===== config.mk =====
export PLATFORM = sky130hd
export DESIGN_NAME = gpio_cfg_guard
export DESIGN_NICKNAME = d
export VERILOG_FILES = /design/src/rtl/cfg_guard_pkg.sv /design/src/rtl/guard_key_lock.sv /design/src/rtl/guard_commit_reg.sv /design/src/rtl/guard_altfn_reg.sv /design/src/rtl/gpio_cfg_guard.sv
export SDC_FILE = /design/constraint.sdc
export NUM_CORES = 1
export LEC_CHECK = 0
export BUFFER_PORTS_ARGS = -buffer_cell sky130_fd_sc_hd__clkbuf_2
export CORE_ASPECT_RATIO = 1.25
export CORE_MARGIN = 1.5
export CORE_UTILIZATION = 40
export DETAILED_ROUTE_END_ITERATION = 10
export PLACE_DENSITY = 0.78
export SYNTH_ARGS = -nofsm -noshare
export SYNTH_HDL_FRONTEND = slang
export SYNTH_SLANG_ARGS = --single-unit

===== constraint.sdc =====
create_clock -name clk -period 2.2 [get_ports clk]
set_input_delay 0.33 -clock clk [delete_from_list [all_inputs] [get_ports clk]]
set_output_delay 0.33 -clock clk [all_outputs]
set_load 0.05 [all_outputs]

===== src/rtl/cfg_guard_pkg.sv =====
package cfg_guard_pkg;
  localparam int unsigned ADDR_W = 12;
  localparam int unsigned DATA_W = 32;
  localparam int unsigned MASK_W = 8;

  localparam logic [ADDR_W-1:0] OFS_ALTFN  = 12'h420;
  localparam logic [ADDR_W-1:0] OFS_LOCK   = 12'h520;
  localparam logic [ADDR_W-1:0] OFS_COMMIT = 12'h524;

  localparam logic [DATA_W-1:0] UNLOCK_KEY = 32'h0ACC_E551;
endpackage


===== src/rtl/guard_key_lock.sv =====
module guard_key_lock #(
  parameter int unsigned DATA_W = 32,
  parameter logic [DATA_W-1:0] KEY = 32'h0ACC_E551
) (
  input  logic              clk,
  input  logic              rst,
  input  logic              wr_en,
  input  logic [DATA_W-1:0] wdata,
  output logic              locked_o
);
  always_ff @(posedge clk) begin
    if (rst)        locked_o <= 1'b1;
    else if (wr_en) locked_o <= (wdata != KEY);
  end

  // the exact key opens the gate
  a_r2_key_opens: assert property (@(posedge clk) disable iff (rst)
    (wr_en && wdata == KEY) |=> !locked_o);
  // any other word closes it
  a_r3_other_closes: assert property (@(posedge clk) disable iff (rst)
    (wr_en && wdata != KEY) |=> locked_o);
  // without a lock write the gate state does not move
  a_r8_lock_hold: assert property (@(posedge clk) disable iff (rst)
    !wr_en |=> $stable(locked_o));
endmodule


===== src/rtl/guard_commit_reg.sv =====
module guard_commit_reg #(
  parameter int unsigned MASK_W = 8
) (
  input  logic              clk,
  input  logic              rst,
  input  logic              wr_en,
  input  logic              locked,
  input  logic [MASK_W-1:0] wdata,
  output logic [MASK_W-1:0] commit_o
);
  always_ff @(posedge clk) begin
    if (rst)                   commit_o <= '1;
    else if (wr_en && !locked) commit_o <= wdata;
  end

  // a locked gate freezes the commit mask
  a_r4_locked_freeze: assert property (@(posedge clk) disable iff (rst)
    locked |=> $stable(commit_o));
endmodule


===== src/rtl/guard_altfn_reg.sv =====
module guard_altfn_reg #(
  parameter int unsigned MASK_W = 8
) (
  input  logic              clk,
  input  logic              rst,
  input  logic              wr_en,
  input  logic [MASK_W-1:0] mask,
  input  logic [MASK_W-1:0] wdata,
  output logic [MASK_W-1:0] altfn_o
);
  for (genvar b = 0; b < MASK_W; b++) begin : g_bit
    always_ff @(posedge clk) begin
      if (rst)                  altfn_o[b] <= 1'b0;
      else if (wr_en && mask[b]) altfn_o[b] <= wdata[b];
    end
  end

  // bits with a zero commit bit never change
  a_r6_masked_only: assert property (@(posedge clk) disable iff (rst)
    1'b1 |=> ((altfn_o ^ $past(altfn_o)) & ~$past(mask)) == '0);
endmodule


===== src/rtl/gpio_cfg_guard.sv =====
module gpio_cfg_guard
  import cfg_guard_pkg::*;
#(
  parameter logic [DATA_W-1:0] KEY = UNLOCK_KEY
) (
  input  logic              clk,
  input  logic              rst,
  input  logic [ADDR_W-1:0] bus_addr,
  input  logic [DATA_W-1:0] bus_wdata,
  input  logic              bus_wr,
  output logic [DATA_W-1:0] bus_rdata,
  output logic [MASK_W-1:0] commit_mask_o,
  output logic [MASK_W-1:0] altfn_o
);
  logic hit_lock, hit_commit, hit_altfn;
  logic locked;

  assign hit_lock   = (bus_addr == OFS_LOCK);
  assign hit_commit = (bus_addr == OFS_COMMIT);
  assign hit_altfn  = (bus_addr == OFS_ALTFN);

  guard_key_lock #(.DATA_W(DATA_W), .KEY(KEY)) u_lock (
    .clk(clk), .rst(rst), .wr_en(bus_wr && hit_lock),
    .wdata(bus_wdata), .locked_o(locked)
  );

  guard_commit_reg #(.MASK_W(MASK_W)) u_commit (
    .clk(clk), .rst(rst), .wr_en(bus_wr && hit_commit), .locked(locked),
    .wdata(bus_wdata[MASK_W-1:0]), .commit_o(commit_mask_o)
  );

  guard_altfn_reg #(.MASK_W(MASK_W)) u_altfn (
    .clk(clk), .rst(rst), .wr_en(bus_wr && hit_altfn), .mask(commit_mask_o),
    .wdata(bus_wdata[MASK_W-1:0]), .altfn_o(altfn_o)
  );

  logic [DATA_W-1:0] rd_next;
  always_comb begin
    rd_next = '0;
    if (hit_lock)        rd_next = DATA_W'(locked);
    else if (hit_commit) rd_next = DATA_W'(commit_mask_o);
    else if (hit_altfn)  rd_next = DATA_W'(altfn_o);
  end

  always_ff @(posedge clk) begin
    if (rst) bus_rdata <= '0;
    else     bus_rdata <= rd_next;
  end

  // reset state
  a_r1_reset_state: assert property (@(posedge clk)
    rst |=> (locked && commit_mask_o == '1 && altfn_o == '0));
  // unmapped writes leave all state alone
  a_r8_stray_write: assert property (@(posedge clk) disable iff (rst)
    (bus_wr && !hit_lock && !hit_commit && !hit_altfn) |=>
      ($stable(locked) && $stable(commit_mask_o) && $stable(altfn_o)));
  // readback never carries bits above the mask width
  a_r5_upper_zero: assert property (@(posedge clk) disable iff (rst)
    bus_rdata[DATA_W-1:MASK_W] == '0);
endmodule


# After elaboration in Yosys (flattened, before gate mapping)
# Index checks and enable logic that the tools add are counted.
dict set report word_totals {
  regBits 49
  latch_bits 0
  ramBits 0
  rom_bits 0
  input_bits 47
  out_inout_bits 48
  elab_cells 35
  mem_count 0
}
dict set report classes {
  n_addsub 0
  multipliers 0
  div_mod_pow 0
  order_cmp 0
  eq_ne 4
  n_shift 0
  n_mux 3
  bitwise_logic 0
  reduce_logical 15
}
# cell count
set op_table {}
lappend op_table {{$eq A12 B11 Y1 const B} 3}
lappend op_table {{$ne A32 B28 Y1 const B} 1}
lappend op_table {{$mux W8} 2}
lappend op_table {{$logic_and A1 B1 Y1} 12}
lappend op_table {{$reduce_or A3 Y1} 1}
lappend op_table {{$reduce_or A2 Y1} 1}
lappend op_table {{$logic_not A1 Y1} 1}
lappend op_table {{$mux W1} 1}

# Depth between registers and ports, before layout
dict set report logic_depth {
  depth_word 4
  ltp_mapped 5
}

# By module
# Synthesis repeated with hierarchy kept, for this count alone.
dict set report hier_totals {
  cells_unflattened 150
  area_unflattened_um2 1413.9
}
# mod instances cells_per_inst area_per_inst_um2
set by_module_without_submodules {}
lappend by_module_without_submodules {gpio_cfg_guard 1 65 586.8}
lappend by_module_without_submodules {guard_commit_reg 1 36 356.6}
lappend by_module_without_submodules {guard_altfn_reg 1 35 346.6}
lappend by_module_without_submodules {guard_key_lock 1 14 123.9}

# Worst setup path after synthesis
# Ideal clock, no wire load.
dict set report synth_path {
  path_type {in2reg}
  from {input bus_addr[3]}
  to {register u_commit.commit_o[0]}
  t_arrival_ns 1.323
  path_slack_ns 0.757
  cell_stages 4
  path_cell_list {nor4b_4 nand4_4 buf_6 a211o_1}
}
dict set report synth_between {
  elab_chain_cells 3
}
# item line_no
set synth_rtl {}
lappend synth_rtl {{from (decl)} gpio_cfg_guard.sv:8} ;# input logic [ADDR_W-1:0] bus_addr,
lappend synth_rtl {{$eq A12 B11 Y1} gpio_cfg_guard.sv:19} ;# assign hit_commit = (bus_addr == OFS_COMMIT);
lappend synth_rtl {{$logic_and A1 B1 Y1} gpio_cfg_guard.sv:28} ;# .clk(clk), .rst(rst), .wr_en(bus_wr && hit_commit), .locked(locked),
lappend synth_rtl {{$logic_and A1 B1 Y1} guard_commit_reg.sv:13} ;# else if (wr_en && !locked) commit_o <= wdata;
lappend synth_rtl {{to (signal assigned)} guard_commit_reg.sv:13}
lappend synth_rtl {{to (decl)} guard_commit_reg.sv:9} ;# output logic [MASK_W-1:0] commit_o
# Every way passes these cells.
# A chain may end at the register's enable or synchronous reset.

# Final worst setup path
dict set report layout_path {
  from {input bus_addr[7]}
  to {register u_lock.locked_o}
}
dict set report layout_between {
  elab_chain_cells 2
}
# item line_no
set layout_rtl {}
lappend layout_rtl {{$eq A12 B11 Y1} gpio_cfg_guard.sv:18} ;# assign hit_lock = (bus_addr == OFS_LOCK);
lappend layout_rtl {{$logic_and A1 B1 Y1} gpio_cfg_guard.sv:23} ;# .clk(clk), .rst(rst), .wr_en(bus_wr && hit_lock),
lappend layout_rtl {{to (signal assigned)} guard_key_lock.sv:13} ;# else if (wr_en) locked_o <= (wdata != KEY);
lappend layout_rtl {{to (decl)} guard_key_lock.sv:9} ;# output logic locked_o
# Every way passes these cells.

==> flow_summary_export.csv <==
group,metric,value,unit
grt,antenna_found_initial,0,
power,pwr_density_cell,525,mW/mm^2
clock_tree,clock-sinks,25,
timing,post-route-period-util,0.643,
cells_and_area,final_area,0.00170,mm^2
die,dieArea,0.00380,mm^2
yosys,synth_warnings,0,
worst_setup_path,timing.rr.start,"u_lock.locked_o",
cells_and_area,fin_nets,273,
timing,max_freq,707,MHz
clock_tree,clk_latency,0.26,ns
placed_design,postPlaceCellArea,0.00166,mm^2
worst_setup_path,rr_worst_depth,3,
worst_setup_path,cp_top_family,"simple AND/OR/NAND/NOR gates",
die,initial_core_util,0.422,
worst_hold_path,min_path_cells,3,
grt,grt.total_usage,0.159,
worst_setup_path,cp.buffers_inverters,1,
route,wl,3030,um
route,via_per_inst,4.81,
worst_hold_path,min_from,"bus_wdata[4]",
route,vias,1259,
cells_and_area,fill_cells,333,
worst_setup_path,r2r_setup_slack,0.88,ns
cells_and_area,fin_cells,262,
yosys,yosys.area.top_type,"dfxtp_1",
yosys,synth_area,0.00137,mm^2
run,drv_cap,0,
die,row_count,23,
grt,grt_pass1_vias,1098,
worst_hold_path,worst_hold_path.endpoint,"u_altfn.altfn_o[4]",
route,dr.pass1.iters,4,
placed_design,place_congestion,0.869,
yosys,synth_top_area_share,0.364,
worst_setup_path,crit_chain,"clkbuf_2, nor4b_4, nand4_2, nor3b_2, mux2i_1",
clock_tree,cts_buffers,3,
route,initialDrtViolationCount,19,
timing,fin_crit,1.41,ns
placed_design,io_buffers,70,
yosys,ys_ff_latch,25,
die,die_h,68.5,um
grt,grt_max_degree,19,
placed_design,dp.cells,258,
timing,tns,0,ns
clock_tree,htree_levels,1,
grt,grt_overflow_total,0,
timing,drv_slew,0,
clock_tree,clk_pin_slew_worst_paths,0.08,ns
die,num_io_pins,95,
worst_setup_path,worst_setup_path_start_kind,"input pin",
yosys,ys_types,29,
yosys,synth_area_leaders,"dfxtp_1, buf_4, nor2_1",
route,routedWlPerCell,11.6,um
worst_setup_path,critical_path_class,"input pin to flop",
outcome,run_status,"complete, no violations",
cells_and_area,drive_above_1_share,0.360,
placed_design,post-dp-hpwl,2450,um
timing,finalHoldViolCount,0,
yosys,syn_inst,157,
timing,finalSetupViolCount,0,
power,ir_worst_vdd,0.303,mV
clock_tree,cts.root.buffer_cell,"clkbuf_8",
worst_setup_path,cp_slowest_cell,"nor4b_4",
worst_hold_path,min_path_type,"input pin to flop",
yosys,ys_seq_area_frac,0.364,
clock_tree,postCtsResizedCells,0,
yosys,synth.avg_cell_area,8.75,um^2
cells_and_area,area_growth,23.9,%
worst_setup_path,slowest_delay,0.41,ns
worst_setup_path,cp_data_arrival_time,1.61,ns
route,drc,0,
worst_setup_path,cp.required,2.40,ns
die,core_area,0.00325,mm^2
clock_tree,cts-hold-fix-buffers,0,
die,die_w,55.4,um
cells_and_area,antenna_cells,0,
clock_tree,cts_tree,"built",
worst_setup_path,end_kind,"flop",
timing,finClkSkew,0.00141,ns
power,p_leak,0.000893,uW
worst_setup_path,crit_fanout,9,
clock_tree,post-cts-setup-buffers,0,
route,antenna_left,0,
clock_tree,clock_path_buffers,2,
timing,rsz0062_at_grt,"no",
grt,grt_pass1_wl,4890,um
worst_setup_path,worstReg2RegEnd,"u_commit.commit_o[5]",
## layout make-up
class	count	area, um^2	share of cell area
multi-input cells	108	684	0.402
flip-flops and latches	25	500	0.294
repair buffers	72	365	0.215
inverters	16	60.1	0.0353
well taps	37	46.3	0.0272
clock buffers	4	45.0	0.0265
## per-layer routing
layer  up-vias  global-route usage  part of all wire
met5         -                   0                 0
li1        646                   -                 -
met1       552               0.191              0.41
met2        57               0.301              0.53
met4         0              0.0549             0.013
met3         4              0.0131             0.052
## cell families after synthesis
group,count (synthesis),share of synthesized area
simple gates,50,0.252
compound gates,32,0.166
buf+inv,47,0.200
mux,2,0.0146
other cells,1,0.00273
flops,25,0.364
## cells in the mapped netlist
cell      number
nand4_4        1
buf_6          1
a22oi_1        7
dfxtp_1       25
and4b_1        2
nor4bb_1       1
buf_1          1
buf_2          1
nor4_1         2
nand4_2        1
nor4b_1        3
nor3b_2        1
nand4b_1       1
inv_1         16
mux2i_1        2
nand3_1        1
a21oi_1        9
nand3b_1       1
and4_1         1
clkbuf_1       4
nand4_1       10
nor4b_4        2
o31ai_1        8
and2_1         1
or2_2          1
conb_1         1
nor2_1        21
buf_4         24
a211o_1        8
## tightest hold or removal path, stage by stage
cell	delay (ns)
clkbuf_2	0.10
nand4_1	0.08
a21oi_1	0.06
## worst max-delay path by stage
stage                      startpoint              endpoint  slack [ns]  depth (start not counted)
after floorplan           bus_addr[3]  u_commit.commit_o[0]        0.76                          4
after global routing      bus_addr[6]    u_altfn.altfn_o[4]        0.64                          5
after CTS                 bus_addr[7]       u_lock.locked_o        0.78                          5
after detailed placement  bus_addr[7]       u_lock.locked_o        0.50                          5
final                     bus_addr[7]       u_lock.locked_o        0.79                          5
after global placement    bus_addr[3]       u_lock.locked_o        0.53                          5
## flip-flops by register name, summed over array words and instances (netlist names)
| signal | cells |
|---|---|
| u_altfn.altfn_o | 8 |
| u_commit.commit_o | 8 |
| u_lock.locked_o | 1 |
| bus_rdata | 8 |
## power by group
group / switching [uW] / internal (uW) / total, uW
Combinational: 133 / 45.2 / 178
Clock: 135 / 129 / 264
Sequential: 0.0177 / 452 / 452
## cell usage in the layout (no fill, tap or decap)
cell,n
o31ai_1,8
and4b_1,2
dfxtp_1,25
nor4b_1,3
clkbuf_2,70
nor3b_2,1
clkbuf_8,3
nor2_1,21
a211o_1,8
nor4_1,2
nor4b_4,2
or2_2,1
nand3_1,1
buf_4,2
nand4b_1,1
a22oi_1,7
mux2i_1,2
and2_1,1
nand3b_1,1
nor4bb_1,1
nand4_1,10
clkbuf_1,1
a21oi_1,9
nand4_4,1
and4_1,1
nand4_2,1
inv_1,16
conb_1,24
## per-stage QoR
step | utilization | hold WS [ns] | setup slack (ns) | total power (uW)
after global placement | 0.509 | 0.470 | 0.530 | 638
after CTS | 0.523 | 0.339 | 0.782 | 902
after floorplan | - | 0.484 | 0.757 | 618
final | 0.523 | 0.346 | 0.785 | 894
after global routing | 0.523 | 0.341 | 0.640 | 933
after detailed placement | 0.509 | 0.483 | 0.499 | 640
No activity file was read; power rests on OpenSTA's default activity.
